[src/rtl/gsldo_pkg.sv]
package gsldo_pkg;

   typedef enum logic [2:0] {
      ERR_BAND_SRC = 3'd0,
      ERR_BAND_SNK = 3'd1,
      ERR_BIG_SRC  = 3'd2,
      ERR_BIG_SNK  = 3'd3,
      ERR_BAD      = 3'd4
   } err_cls_e;

   function automatic logic cls_valid(err_cls_e c);
      return c != ERR_BAD;
   endfunction

   function automatic logic cls_big(err_cls_e c);
      return (c == ERR_BIG_SRC) || (c == ERR_BIG_SNK);
   endfunction

   function automatic logic cls_down(err_cls_e c);
      return (c == ERR_BAND_SNK) || (c == ERR_BIG_SNK);
   endfunction

endpackage

[src/rtl/gsldo_decode.sv]
module gsldo_decode
   import gsldo_pkg::*;
(
   input  logic [2:0] cmp_word,
   output err_cls_e   cls
);

   always_comb begin
      unique case (cmp_word)
         3'b100:  cls = ERR_BAND_SRC;
         3'b110:  cls = ERR_BAND_SNK;
         3'b000:  cls = ERR_BIG_SRC;
         3'b111:  cls = ERR_BIG_SNK;
         default: cls = ERR_BAD;
      endcase
   end

endmodule

[src/rtl/gsldo_gear.sv]
module gsldo_gear
   import gsldo_pkg::*;
#(
   parameter int CODE_W = 8
) (
   input  logic              clk,
   input  logic              rst_n,
   input  logic              en,
   input  err_cls_e          cls,
   input  logic [CODE_W-1:0] max_step,
   input  logic              deadband_en,
   output logic [CODE_W-1:0] amt,
   output logic              dn,
   output logic              gear_mode
);

   localparam logic [CODE_W-1:0] ONE = CODE_W'(1);

   logic [CODE_W-1:0] step_q, step_n, amt_n, cap;
   logic [CODE_W:0]   dbl;
   logic [CODE_W-1:0] dbl_cap;
   logic              gear_q, gear_n;
   logic              last_big_q, last_dn_q, hist_q;
   logic              valid, big, flip;

   assign valid = cls_valid(cls);
   assign big   = cls_big(cls);
   assign dn    = cls_down(cls);
   assign flip  = hist_q && (dn != last_dn_q);
   assign cap   = (max_step == '0) ? ONE : max_step;
   assign dbl   = {step_q, 1'b0};
   assign dbl_cap = (dbl > {1'b0, cap}) ? cap : dbl[CODE_W-1:0];

   always_comb begin
      if (big && last_big_q && !flip) begin
         step_n = dbl_cap;
         amt_n  = dbl_cap;
         gear_n = 1'b1;
      end else if (gear_q && !flip) begin
         step_n = step_q;
         amt_n  = step_q;
         gear_n = 1'b1;
      end else begin
         step_n = ONE;
         amt_n  = (big || !deadband_en) ? ONE : '0;
         gear_n = 1'b0;
      end
   end

   assign amt       = (en && valid) ? amt_n : '0;
   assign gear_mode = gear_q;

   always_ff @(posedge clk or negedge rst_n) begin
      if (!rst_n) begin
         step_q     <= ONE;
         gear_q     <= 1'b0;
         last_big_q <= 1'b0;
         last_dn_q  <= 1'b0;
         hist_q     <= 1'b0;
      end else if (!en) begin
         step_q     <= ONE;
         gear_q     <= 1'b0;
         last_big_q <= 1'b0;
         hist_q     <= 1'b0;
      end else if (valid) begin
         step_q     <= step_n;
         gear_q     <= gear_n;
         last_big_q <= big;
         last_dn_q  <= dn;
         hist_q     <= 1'b1;
      end
   end

endmodule

[src/rtl/gsldo_accum.sv]
module gsldo_accum #(
   parameter int CODE_W    = 8,
   parameter int INIT_CODE = 128
) (
   input  logic              clk,
   input  logic              rst_n,
   input  logic [CODE_W-1:0] amt,
   input  logic              dn,
   output logic [CODE_W-1:0] code
);

   localparam logic [CODE_W-1:0] FULL = {CODE_W{1'b1}};

   logic [CODE_W-1:0] code_q, code_n;
   logic [CODE_W:0]   sum;

   assign sum = {1'b0, code_q} + {1'b0, amt};

   always_comb begin
      if (dn)
         code_n = (code_q < amt) ? '0 : code_q - amt;
      else
         code_n = sum[CODE_W] ? FULL : sum[CODE_W-1:0];
   end

   always_ff @(posedge clk or negedge rst_n) begin
      if (!rst_n) code_q <= CODE_W'(INIT_CODE);
      else        code_q <= code_n;
   end

   assign code = code_q;

endmodule

[src/rtl/gsldo_outenc.sv]
module gsldo_outenc #(
   parameter int CODE_W = 8,
   parameter bit THERMO = 1'b0,
   parameter int OUT_W  = THERMO ? (1 << CODE_W) - 1 : CODE_W
) (
   input  logic [CODE_W-1:0] code,
   output logic [OUT_W-1:0]  dac
);

   generate
      if (THERMO) begin : g_therm
         for (genvar i = 0; i < OUT_W; i++) begin : g_seg
            assign dac[i] = ({1'b0, code} > (CODE_W+1)'(i));
         end
      end else begin : g_bin
         assign dac = code;
      end
   endgenerate

endmodule

[src/rtl/gsldo_ctrl.sv]
module gsldo_ctrl
   import gsldo_pkg::*;
#(
   parameter int CODE_W    = 8,
   parameter int INIT_CODE = 128,
   parameter bit THERMO    = 1'b0,
   parameter int OUT_W     = THERMO ? (1 << CODE_W) - 1 : CODE_W
) (
   input  logic              clk,
   input  logic              rst_n,
   input  logic              en,
   input  logic [2:0]        cmp_word,
   input  logic [CODE_W-1:0] max_step,
   input  logic              deadband_en,
   output logic [OUT_W-1:0]  dac_code,
   output logic              gear_mode,
   output logic              cmp_fault
);

   localparam int FULL_VAL = (1 << CODE_W) - 1;

   generate
      if (CODE_W < 2 || CODE_W > 12) begin : g_bad_width
         $error("gsldo_ctrl: CODE_W must lie in 2..12");
      end
      if (INIT_CODE < 0 || INIT_CODE > FULL_VAL) begin : g_bad_init
         $error("gsldo_ctrl: INIT_CODE outside code range");
      end
      if (OUT_W != (THERMO ? FULL_VAL : CODE_W)) begin : g_bad_outw
         $error("gsldo_ctrl: OUT_W does not match the output encoding");
      end
   endgenerate

   err_cls_e          cls;
   logic [CODE_W-1:0] amt, code_q;
   logic              dn;
   logic              fault_q;

   gsldo_decode u_dec (
      .cmp_word (cmp_word),
      .cls      (cls)
   );

   gsldo_gear #(.CODE_W(CODE_W)) u_gear (
      .clk         (clk),
      .rst_n       (rst_n),
      .en          (en),
      .cls         (cls),
      .max_step    (max_step),
      .deadband_en (deadband_en),
      .amt         (amt),
      .dn          (dn),
      .gear_mode   (gear_mode)
   );

   gsldo_accum #(.CODE_W(CODE_W), .INIT_CODE(INIT_CODE)) u_acc (
      .clk   (clk),
      .rst_n (rst_n),
      .amt   (amt),
      .dn    (dn),
      .code  (code_q)
   );

   gsldo_outenc #(.CODE_W(CODE_W), .THERMO(THERMO), .OUT_W(OUT_W)) u_enc (
      .code (code_q),
      .dac  (dac_code)
   );

   always_ff @(posedge clk or negedge rst_n) begin
      if (!rst_n)                          fault_q <= 1'b0;
      else if (en && !cls_valid(cls))      fault_q <= 1'b1;
   end

   assign cmp_fault = fault_q;

endmodule

[config.mk]
export PLATFORM = sky130hd
export DESIGN_NAME = gsldo_ctrl
export DESIGN_NICKNAME = d
export VERILOG_FILES = /design/src/rtl/gsldo_pkg.sv /design/src/rtl/gsldo_decode.sv /design/src/rtl/gsldo_gear.sv /design/src/rtl/gsldo_accum.sv /design/src/rtl/gsldo_outenc.sv /design/src/rtl/gsldo_ctrl.sv
export SDC_FILE = /design/constraint.sdc
export NUM_CORES = 1
export LEC_CHECK = 0
export ABC_AREA = 1
export BUFFER_PORTS_ARGS = -buffer_cell sky130_fd_sc_hd__buf_2
export CAP_MARGIN = 40
export CORE_MARGIN = 2
export CORE_UTILIZATION = 54
export CTS_BUF_LIST = sky130_fd_sc_hd__clkbuf_16
export DETAILED_ROUTE_END_ITERATION = 10
export GPL_ROUTABILITY_DRIVEN = 0
export GPL_TIMING_DRIVEN = 0
export PLACE_DENSITY_LB_ADDON = 0.3
export REMOVE_ABC_BUFFERS = 1
export SYNTH_ARGS = -nofsm -noshare
export SYNTH_HDL_FRONTEND = slang
export SYNTH_SLANG_ARGS = --single-unit
export TNS_END_PERCENT = 50
[constraint.sdc]
create_clock -name clk -period 3.35 [get_ports clk]
set_input_delay 0.67 -clock clk [delete_from_list [all_inputs] [get_ports clk]]
set_output_delay 0.67 -clock clk [all_outputs]
set_load 0.005 [all_outputs]
Word level (Yosys, flattened, before mapping)
Cells that the tools add are included.
{"block": "word_totals", "ff_bits": 21, "inputBits": 15, "elab_cells": 59, "output_inout_bits": 10}
{"block": "classes", "n_mux": 22, "order_cmp": 2, "add_sub_neg": 2, "n_eq_ne": 10, "n_reduce_logical": 16}
{"cell": "$mux W8", "count": 12}
{"cell": "$pmux W3 S4", "count": 1}
{"cell": "$add A8 B8 Y9", "count": 1}
{"cell": "$eq A3 B3 Y1 const B", "count": 3}
{"cell": "$gt A9 B8 Y1", "count": 1}
{"cell": "$mux W1", "count": 9}
{"cell": "$logic_not A8 Y1", "count": 1}
{"cell": "$lt A8 B8 Y1", "count": 1}
{"cell": "$sub A8 B8 Y8", "count": 1}
{"cell": "$eq A3 B2 Y1 const B", "count": 2}
{"cell": "$logic_and A1 B1 Y1", "count": 6}
{"cell": "$reduce_and A2 Y1", "count": 2}
{"cell": "$eq A3 B1 Y1 const B", "count": 1}
{"cell": "$logic_not A1 Y1", "count": 3}
{"cell": "$logic_not A3 Y1", "count": 1}
{"cell": "$logic_or A1 B1 Y1", "count": 3}
{"cell": "$ne A3 B2 Y1 const B", "count": 1}
{"cell": "$ne A3 B3 Y1 const B", "count": 1}
{"cell": "$ne A2 B1 Y1 const B", "count": 1}
{"cell": "$ne A1 B1 Y1", "count": 1}

Longest topological paths before layout
Gate-level depths: netlist (run 1).
{"block": "logic_depth", "word_depth": 14, "ltp_mapped": 23, "depth_no_buf": 23}

Hierarchy
Synthesis (run 1) repeated with hierarchy kept, for this count alone.
{"block": "hier_totals", "hier_cells": 349, "hier_area_um2": 2302.2}
{"mod": "gsldo_accum", "instances": 1, "cells_each": 171, "area_per_inst_um2": 1114.8, "seq_area_each_um2": 201.4}
{"mod": "gsldo_gear", "instances": 1, "cells_each": 155, "area_per_inst_um2": 1046.0, "seq_area_each_um2": 301.5}
{"mod": "gsldo_outenc", "instances": 1, "cells_each": 8, "area_per_inst_um2": 60.1, "seq_area_each_um2": 0.0}
{"mod": "gsldo_ctrl", "instances": 1, "cells_each": 7, "area_per_inst_um2": 47.5, "seq_area_each_um2": 25.0}
{"mod": "gsldo_decode", "instances": 1, "cells_each": 8, "area_per_inst_um2": 33.8, "seq_area_each_um2": 0.0}

Least setup slack after synthesis (run 1)
OpenSTA, ideal clock, no wires.
{"block": "synth_path", "kind": "input port to flip-flop", "start": "in max_step[7]", "end": "reg u_acc.code_q[2] (netlist: u_acc.code[2])", "t_required_ns": 3.255, "slack_ns": 0.407, "setup_ns": 0.095, "path_buffers": 0, "arrival_ns": 2.848, "stages": 17, "cell_sequence": "inv_1 > ha_1 > nand4_1 > nor2_1 > nand3_2 > nand2_2 > nand2_1 > nand3_1 > a21oi_1 > fa_1 > inv_1 > nand3_1 > nand2_1 > nand3_1 > nand2_1 > nand2_2 > o31ai_1"}
{"block": "synth_via", "elab_chain_cells": 9, "elab_cells_between_ends": 12, "cone_classes": "2 x add/sub; 2 x order compare; 7 x mux; 1 x reduce/logical"}
{"element": "start, declared", "line": "gsldo_ctrl.sv:13", "source": "input logic [CODE_W-1:0] max_step,"}
{"element": "$logic_not A8 Y1", "line": "gsldo_gear.sv:30", "source": "assign cap = (max_step == '0) ? ONE : max_step;"}
{"element": "$mux W8 (*)", "line": "gsldo_gear.sv:30"}
{"element": "$gt A9 B8 Y1", "line": "gsldo_gear.sv:32", "source": "assign dbl_cap = (dbl > {1'b0, cap}) ? cap : dbl[CODE_W-1:0];"}
{"element": "$mux W8 (*)", "line": "gsldo_gear.sv:32"}
{"element": "$mux W8 (*)", "line": "gsldo_gear.sv:35", "source": "if (big && last_big_q && !flip) begin"}
{"element": "$mux W8 (*)", "line": "gsldo_gear.sv:50", "source": "assign amt = (en && valid) ? amt_n : '0;"}
{"element": "$add A8 B8 Y9 (tied with other cells)", "line": "gsldo_accum.sv:17", "source": "assign sum = {1'b0, code_q} + {1'b0, amt};"}
{"element": "$mux W8 (on tied branches)", "line": "gsldo_accum.sv:23, gsldo_accum.sv:21"}
{"element": "$mux W8 (*)", "line": "gsldo_accum.sv:20", "source": "if (dn)"}
{"element": "via u_acc.code_n[2]", "line": "gsldo_accum.sv:14", "source": "logic [CODE_W-1:0] code_q, code_n;"}
{"element": "end signal, assigned", "line": "gsldo_accum.sv:27", "source": "if (!rst_n) code_q <= CODE_W'(INIT_CODE);"}
{"element": "end signal, assigned", "line": "gsldo_accum.sv:28", "source": "else code_q <= code_n;"}
{"element": "end, declared", "line": "gsldo_accum.sv:14"}
The timed path passes the listed nets; every way through them passes the cells marked *.
A chain may end at the register's enable or synchronous reset.

Worst setup path after layout (run 1)
{"block": "layout_path", "start": "in max_step[4]", "end": "reg u_acc.code_q[2] (netlist: u_acc.code[2])"}
The elaborated chain is that of the path after synthesis.

==> key figures, run 1 <==
Hold path
  • Hold WC Path Type: input pin to asynchronous set/reset pin

Critical path
  • Max stage delay cell, worst path: fa_1
  • Crit path from: max_step[4]
  • Most frequent cell on the critical path: nand2_1
  • Crit path required time: 3.51 ns
  • Startpoint types: input pin
  • Worst setup path class: input pin to register
  • Endpoint type of the worst setup path: register
  • Crit path max-delay family: simple AND/OR/NAND/NOR gates
  • R2R Setup Slk: around 0.30 ns
  • Crit-path max FO: 9
  • Arrival time at the worst endpoint: 3.32 ns
  • FF-to-FF Start: u_gear.step_q[3]
  • Delay of the slowest critical-path stage: approximately 0.38 ns
  • Buf/Inv on CP: 4
  • CP cell instances: buf_2 > inv_1 > ha_1 > nand2_1 > inv_1 > nand2_1 > nand2_1 > nand2_1 > nand2_2 > nand2_1 > nand2_1 > nand2_1 > nor2_2 > ha_1 > fa_1 > inv_1 > nand3_1 > nand2_2 > nand3_1 > nand2_1 > nand2_2 > o31ai_1

Pwr
  • Pleak: 1.38 nW
  • Clk pwr share: 0.197
  • Max rail drop VDD: 421 uV
  • Reg power frac: 0.269
  • Internal Pwr Total: 0.750 mW
  • Sw Pwr: between 0.5 and 0.6 mW
  • Sw Share: 0.434
  • Comb pwr share: 0.533
  • Pwr Density: roughly 540 nW/um^2

Timing
  • Hold slack: roughly 0.37 ns
  • RSZ-0062 raised after global routing: false
  • Hold Vio Cnt, Final: 0
  • Fin crit period: 3.15 ns
  • Peak Freq: 0.317 GHz
  • Max_slew headroom: 0.663
  • Final-report setup violation count: 0
  • Slew Viols, Final: 0
  • Crit share post-route: 0.942
  • Max Clock Skew: 0.00818 ns
  • Worst-Margin Slew: 0.506 ns

GRT
  • Initial antenna violation count: 0
  • Number of global-route vias before repair: 1925
  • Wire length of the first global-routing pass: approximately 8.4 mm
  • Global route overflow: 0
  • Pin count of the biggest net entering global routing: 22
  • Gr usage total: 0.241

Synth
  • Register area share after synthesis: 0.244
  • Cell Area, Synth: 2170 sq um
  • Synthesized instance count: between 300 and 400
  • Synth unique cells: 33
  • Syn. warnings: 0
  • Syn avg cell area: between 6 and 7 sq um
  • Flops & latches, synth: 21

Finish
  • Nets: 383
  • Most frequent cells in the layout: nand2_1 (96), inv_1 (40), nand3_1 (25), buf_2 (24)
  • Filler Cell Count: 372
  • Area Growth Syn to Fin: 13.3%
  • Layout cells sized above 1: 0.205
  • Final instance area: 2460 sq um
  • Antenna Cells: 0
  • Layout Cells excl Fill: 391
  • Multi-input gate area: 1470 sq um
  • Fin util: 0.623
  • Commonest non-fill, non-tap cell in the layout: nand2_1
  • Register Area: 528 sq um

Detailed routing
  • Antenna violation net count after detailed routing: 0
  • Routed Wire Length: roughly 5.0 mm
  • Drt first pass iters: 5
  • DR iter-0 viols: 121
  • Wire per inst: between 10 and 15 microns
  • Routed vias: 2101
  • Remaining DRCs: 0
  • Vias per cell: 5.37

Floorplanning
  • CORE AREA: slightly below 4000 sq um
  • Initial Util: 0.550
  • Die Wd: 67.4 microns
  • Die area: between 4000 and 5000 sq um
  • Top-level I/O count: 25
  • Die Ht: 67.4 microns
  • # rows: 23

Clock network
  • Clock Latency Late Sink: 0.26 ns
  • Clock slew seen by the registers of the worst setup and hold paths: 0.07 ns
  • TritonCTS Sinks: 21
  • Hold Buf Count CTS: 0
  • CTS max path bufs: 2
  • CTS buffer count: 3
  • H-tree depth: 1
  • Root Driver: clkbuf_16
  • CTS tree: yes

Placement
  • Placed cells: ~390
  • Dpl hpwl: 3.79 mm
  • I/O Buffers: 24
  • Post-DP Area: 2310 sq um

Flow run
  • Max cap viols: 0

Outcome
  • Outcome: finished, final reports clean
## area by class of cell
type,count,area share
inverter,50,0.0769
clock buffer,3,0.0305
timing repair buffer,25,0.0519
clock inverter,1,0.00153
tap,50,0.0255
multi-input combinational,241,0.599
sequential,21,0.215
## logic make-up (layout without fill, tap and decap cells)
group,count (synthesis),after routing,share of synthesized area
flops,21,21,0.244
buf+inv,55,79,0.105
simple gates,164,164,0.346
fa+ha+maj,26,26,0.157
compound gates,45,45,0.125
xor+xnor,6,6,0.0242
## state kept, by name (all words and copies together), names as in the netlist
register / count
u_acc.code: 8
u_gear.step_q: 8
cmp_fault: 1
u_gear.gear_mode: 1
u_gear.hist_q: 1
u_gear.last_big_q: 1
u_gear.last_dn_q: 1
## worst reg2reg max path, stage by stage, from the launching register on
cell     delay [ns]
dfrtp_1        0.42
ha_1           0.34
nand2_1        0.08
inv_1          0.04
nand2_1        0.06
nand2_1        0.05
nand2_1        0.07
nand2_2        0.13
nand2_1        0.09
nand2_1        0.07
nand2_1        0.08
nor2_2         0.05
ha_1           0.20
fa_1           0.38
inv_1          0.10
nand3_1        0.09
nand2_2        0.11
nand3_1        0.11
nand2_1        0.14
nand2_2        0.12
o31ai_1        0.24
## cells in the mapped netlist
| cell | number | area (sq um) |
|---|---|---|
| buf_4 | 3 | 22.5 |
| nand3_1 | 25 | 125 |
| o21ai_0 | 3 | 15.0 |
| nor2_2 | 2 | 12.5 |
| or2_1 | 2 | 12.5 |
| dfrtp_1 | 19 | 475 |
| inv_1 | 39 | 146 |
| buf_2 | 1 | 5.00 |
| a21oi_1 | 21 | 105 |
| a31oi_1 | 2 | 12.5 |
| a21oi_2 | 1 | 8.76 |
| nand2_1 | 97 | 364 |
| nand3_2 | 6 | 60.1 |
| clkinv_2 | 1 | 5.00 |
| nor3_1 | 1 | 5.00 |
| buf_6 | 1 | 11.3 |
| inv_2 | 10 | 37.5 |
| nand2_2 | 6 | 37.5 |
| a21oi_4 | 2 | 32.5 |
| nand4_1 | 11 | 68.8 |
| dfstp_2 | 2 | 52.6 |
| o21ai_1 | 9 | 45.0 |
| nor3_2 | 1 | 10.0 |
| or2_2 | 1 | 6.26 |
| nor2_1 | 11 | 41.3 |
| o22ai_1 | 1 | 6.26 |
| fa_1 | 2 | 40.0 |
| xor2_1 | 6 | 52.6 |
| a21o_1 | 2 | 15.0 |
| o21bai_1 | 3 | 22.5 |
| or2_0 | 1 | 6.26 |
| o31ai_1 | 1 | 7.51 |
| ha_1 | 24 | 300 |
## final timing paths
| kind | to | depth (start not counted) |
|---|---|---|
| min | u_acc.code[6] | 1 |
| max in group asynchronous | u_gear.step_q[0] | 1 |
| min in group clk | cmp_fault | 1 |
| max | u_acc.code[2] | 22 |
| min reg2reg | cmp_fault | 1 |
| max reg2reg | u_acc.code[2] | 20 |
## power groups by stage
stage               Combinational [mW]  Clock [mW]  Sequential (mW)
floorplan                        0.486           0            0.353
global placement                 0.644           0            0.356
detailed placement               0.654           0            0.357
CTS                              0.660       0.260            0.352
global route                     0.803       0.273            0.365
finish                           0.707       0.262            0.357
## stage by stage
| stage | setup TNS (ns) | power (mW) | setup slack, ns |
|---|---|---|---|
| floorplan | 0 | 0.839 | 0.404 |
| global placement | -0.159 | 1.00 | -0.0663 |
| detailed placement | -0.249 | 1.01 | -0.113 |
| CTS | 0 | 1.27 | 0.139 |
| global route | 0 | 1.44 | 0.000266 |
| finish | 0 | 1.33 | 0.196 |
## what timing repair did
item                       CTS  global route
setup endpoints to repair    0             8
resized for setup            0            12
setup buffers                0             1
## per-layer routing
metal  part of all wire  routed length, microns  track usage  vias up
li1                   -                       -            -     1078
met3              0.051                     255       0.0317        5
met2               0.48                    2440        0.420       53
met5                  0                       0            0        -
met1               0.46                    2300        0.318      965
met4             0.0085                      43       0.0561        0
Note: power is estimated with default switching activity, not from simulation.
==> inputs of run 2 (changes only) <==
- ABC_AREA: 1 -> 0
- PLACE_DENSITY: not set -> 0.75
- PLACE_DENSITY_LB_ADDON: 0.3 -> not set
==> run 2 against run 1 <==
Compared with the run above:
- the run now ends with negative setup slack left
- routed wire length increased by 54%
- fmax down 16%
- global-route usage grew 9.4 points
- worst setup slack got worse by 0.62 ns
- utilization grew 20 points
- cell area grew 21%
- clock power grew 2%
- largest cell class unchanged
- via count grew 7.6%
==> key figures, run 2 <==
Finish
  • Layout cells sized above 1: 0.467 (+0.262)
  • Antenna Cells: 0 (unchanged)
  • Area Growth Syn to Fin: 48.6%
  • Filler Cell Count: 188 (-49%)
  • Final instance area: 2980 sq um (+21%)
  • Nets: 316 (-17%)
  • Fin util: 0.825 (+0.202)
  • Most frequent cells in the layout: buf_4 (26), buf_2 (19), dfrtp_1 (17), a21oi_1 (14), inv_1 (13)
  • Commonest non-fill, non-tap cell in the layout: buf_4
  • Layout Cells excl Fill: 322 (-18%)

Detailed routing
  • Top layer in use: met4
  • Length of routed met3 wiring: 686 microns (+170%)
  • Routed vias: 2261 (+7.6%)
  • Detail Route met2 WL: 3.59 mm (+47%)
  • Vias per cell: 7.02 (+31%)
  • Antenna violation net count after detailed routing: 0 (unchanged)
  • WL met1: 2.97 mm (+29%)
  • Routed Wire Length: 7.74 mm (+54%)
  • Wire per inst: 24.0 microns (+87%)
  • DR iter-0 viols: 280 (+130%)
  • Drt first pass iters: 6 (+1)
  • Remaining DRCs: 0 (unchanged)

Clock network
  • CTS max path bufs: 2 (unchanged)
  • Root Driver: clkbuf_16
  • Hold Buf Count CTS: 0 (unchanged)
  • CTS tree: yes
  • TritonCTS Sinks: 21 (unchanged)
  • H-tree depth: 1 (unchanged)
  • Clock slew seen by the registers of the worst setup and hold paths: 0.07 ns (about the same)
  • Clock Latency Late Sink: 0.27 ns (about the same)
  • CTS buffer count: 3 (unchanged)

Pwr
  • Clk pwr share: 0.172 (-0.025)
  • Internal Pwr Total: 0.873 mW (+16%)
  • Pleak: 1.23 nW (-11%)
  • Total Power: 1.55 mW (+17%)
  • Reg power frac: 0.248 (-0.021)
  • Comb pwr share: 0.580 (+0.047)
  • Sw Share: 0.435 (+0.000612)
  • Sw Pwr: 0.672 mW (+17%)
  • Pwr Density: 519 nW/um^2 (-3.8%)
  • Max rail drop VDD: 454 uV (+7.9%)

Floorplanning
  • CORE AREA: 3610 sq um (-8.5%)
  • Die area: 4210 sq um (-7.2%)
  • Die Ht: 64.9 microns (-3.7%)
  • Die Wd: 64.9 microns (-3.7%)
  • Top-level I/O count: 25 (unchanged)
  • # rows: 22 (-4.3%)
  • Initial Util: 0.556 (+0.00553)

Synth
  • Post-synth top flop: dfrtp_1
  • Most frequent cell after synthesis: ha_1
  • Synth unique cells: 54 (+64%)
  • Post-synth top area cell: dfrtp_1
  • Synth top area cells: dfrtp_1 (24%), ha_1 (15%), o2bb2ai_1 (6.1%), a21oi_1 (4.7%), mux2i_1 (4.5%)
  • Synth async-reset ratio: 1.00 (unchanged)
  • Most frequent cells after synthesis: ha_1 (24), a21oi_1 (19), dfrtp_1 (19), inv_1 (19), o2bb2ai_1 (14)
  • Area share of the largest cell type after synthesis: 0.237 (+0.0181)
  • Number of flops mapped to enable cells by yosys: 0 (unchanged)
  • Synthesized instance count: 221 (-30%)
  • Flops & latches, synth: 21 (unchanged)
  • Syn. warnings: 0 (unchanged)
  • Register area share after synthesis: 0.264 (+0.0201)
  • Syn avg cell area: 9.06 sq um (+33%)
  • Cell Area, Synth: 2000 sq um (-7.6%)

Timing
  • RSZ-0062 raised after global routing: true
  • Hold slack: 0.372 ns (-0.00193 ns)
  • Worst-Margin Slew: 0.720 ns (+0.214 ns)
  • Peak Freq: 0.265 GHz (-16%)
  • Final-report setup violation count: 8 (+8)
  • Fin crit period: 3.77 ns (+0.617 ns)
  • Hold Vio Cnt, Final: 0 (unchanged)
  • Max_slew headroom: 0.520 (-0.143)
  • Slew Viols, Final: 0 (unchanged)
  • Max Clock Skew: 0.0112 ns (+0.00299 ns)
  • Final setup margin: -0.421 ns (-0.617 ns)
  • Post-route setup TNS: -2.64 ns (-2.64 ns)
  • Crit share post-route: 1.13 (+0.184)

Critical path
  • Crit-path max FO: 4 (-5)
  • Arrival time at the worst endpoint: 3.95 ns (+0.63 ns)
  • Crit path max-delay family: simple AND/OR/NAND/NOR gates
  • Endpoint type of the worst setup path: register
  • Crit path required time: 3.53 ns (+0.02 ns)
  • CP cell instances: buf_8 > inv_4 > ha_4 > nor2b_4 > nand4_4 > o2111ai_4 > o31ai_4 > buf_6 > mux2i_4 > a2bb2oi_2 > ha_1 > buf_4 > or3_1 > o22ai_1 > o41ai_1 > mux2i_1 > nor3_1
  • Buf/Inv on CP: 4 (unchanged)
  • Delay of the slowest critical-path stage: 0.41 ns (+0.03 ns)
  • Startpoint types: input pin
  • Max stage delay cell, worst path: or3_1
  • Worst setup path class: input pin to register

Placement
  • Dpl hpwl: 3.47 mm (-8.4%)
  • Placed cells: 288 (-25%)
  • I/O Buffers: 24 (unchanged)
  • Post-DP Area: 2160 sq um (-6.5%)
  • Pre-CTS WS: -0.920 ns (-0.807 ns)

GRT
  • Initial antenna violation count: 0 (unchanged)
  • Gr usage total: 0.336 (+0.0942)
  • Wire length of the first global-routing pass: 10.8 mm (+29%)
  • Number of global-route vias before repair: 2209 (+15%)
  • Pin count of the biggest net entering global routing: 22 (unchanged)
  • Global route overflow: 0 (unchanged)

Outcome
  • Failing checks: negative setup slack
  • Outcome: complete, but fails checks

Hold path
  • Hold WC Path Type: input pin to asynchronous set/reset pin

Flow run
  • Max cap viols: 0 (unchanged)
==> run 2: changes by cell type after synthesis, moves of 7 or more <==
cell	previous run	this run
mux2i_1	0	9
inv_2	10	0
nand2_1	97	10
inv_1	39	19
nand4_1	11	1
o21ai_1	9	1
nand3_1	25	8
a2bb2oi_1	0	7
o2bb2ai_1	0	14
==> run 2: power by group through the flow <==
stage	Clock, mW	Combinational [mW]	Sequential (mW)
after floorplan	0	0.399	0.364
after global placement	0	0.547	0.368
after detailed placement	0	0.557	0.369
after CTS	0.257	0.666	0.366
after global routing	0.278	0.953	0.386
final	0.266	0.897	0.382
==> run 2: worst paths after layout <==
path,start,to,slack (ns),cells past startpoint
min in group clk,cmp_fault,cmp_fault,0.48,1
max,max_step[4],u_acc.code[7],-0.42,17
min reg2reg,cmp_fault,cmp_fault,0.48,1
max reg2reg,u_gear.step_q[4],u_acc.code[7],-0.41,14
min,rst_n,u_gear.step_q[5],0.37,1
max in group asynchronous,rst_n,u_gear.step_q[1],2.58,1
==> run 2: kinds of logic (layout without fill, tap and decap cells) <==
| group | Yosys count | count (layout) | synth area share |
|---|---|---|---|
| and+or+nand+nor | 55 | 55 | 0.146 |
| adders and majority gates | 26 | 26 | 0.170 |
| xor gates and xnor gates | 2 | 2 | 0.0125 |
| buffers and inverters | 25 | 78 | 0.0506 |
| AOI/OAI and AO/OA | 82 | 82 | 0.306 |
| DFF | 21 | 21 | 0.264 |
| muxes | 10 | 10 | 0.0518 |
==> run 2: area by class of cell <==
class	instances	area [sq um]	area share
Tap cell	48	60.1	0.0202
Timing Repair Buffer	55	419	0.141
Clock inverter	1	3.75	0.00126
Inverter	19	81.3	0.0273
Sequential cell	21	531	0.178
Clock buffer	3	75.1	0.0252
Multi-Input combinational cell	175	1810	0.607
==> run 2: repair_timing <==
action,4_1_cts,5_1_grt
setup buffers,22,7
pin swaps,26,11
gates cloned,1,0
gates resized for setup,76,25
endpoints found under the setup margin,8,8
==> run 2: metal layers <==
metal  vias to the layer above  global-route usage
li1                        955                   -
met1                      1073               0.384
met2                       175               0.575
met3                        58              0.0694
met4                         0               0.197
met5                         -                   0
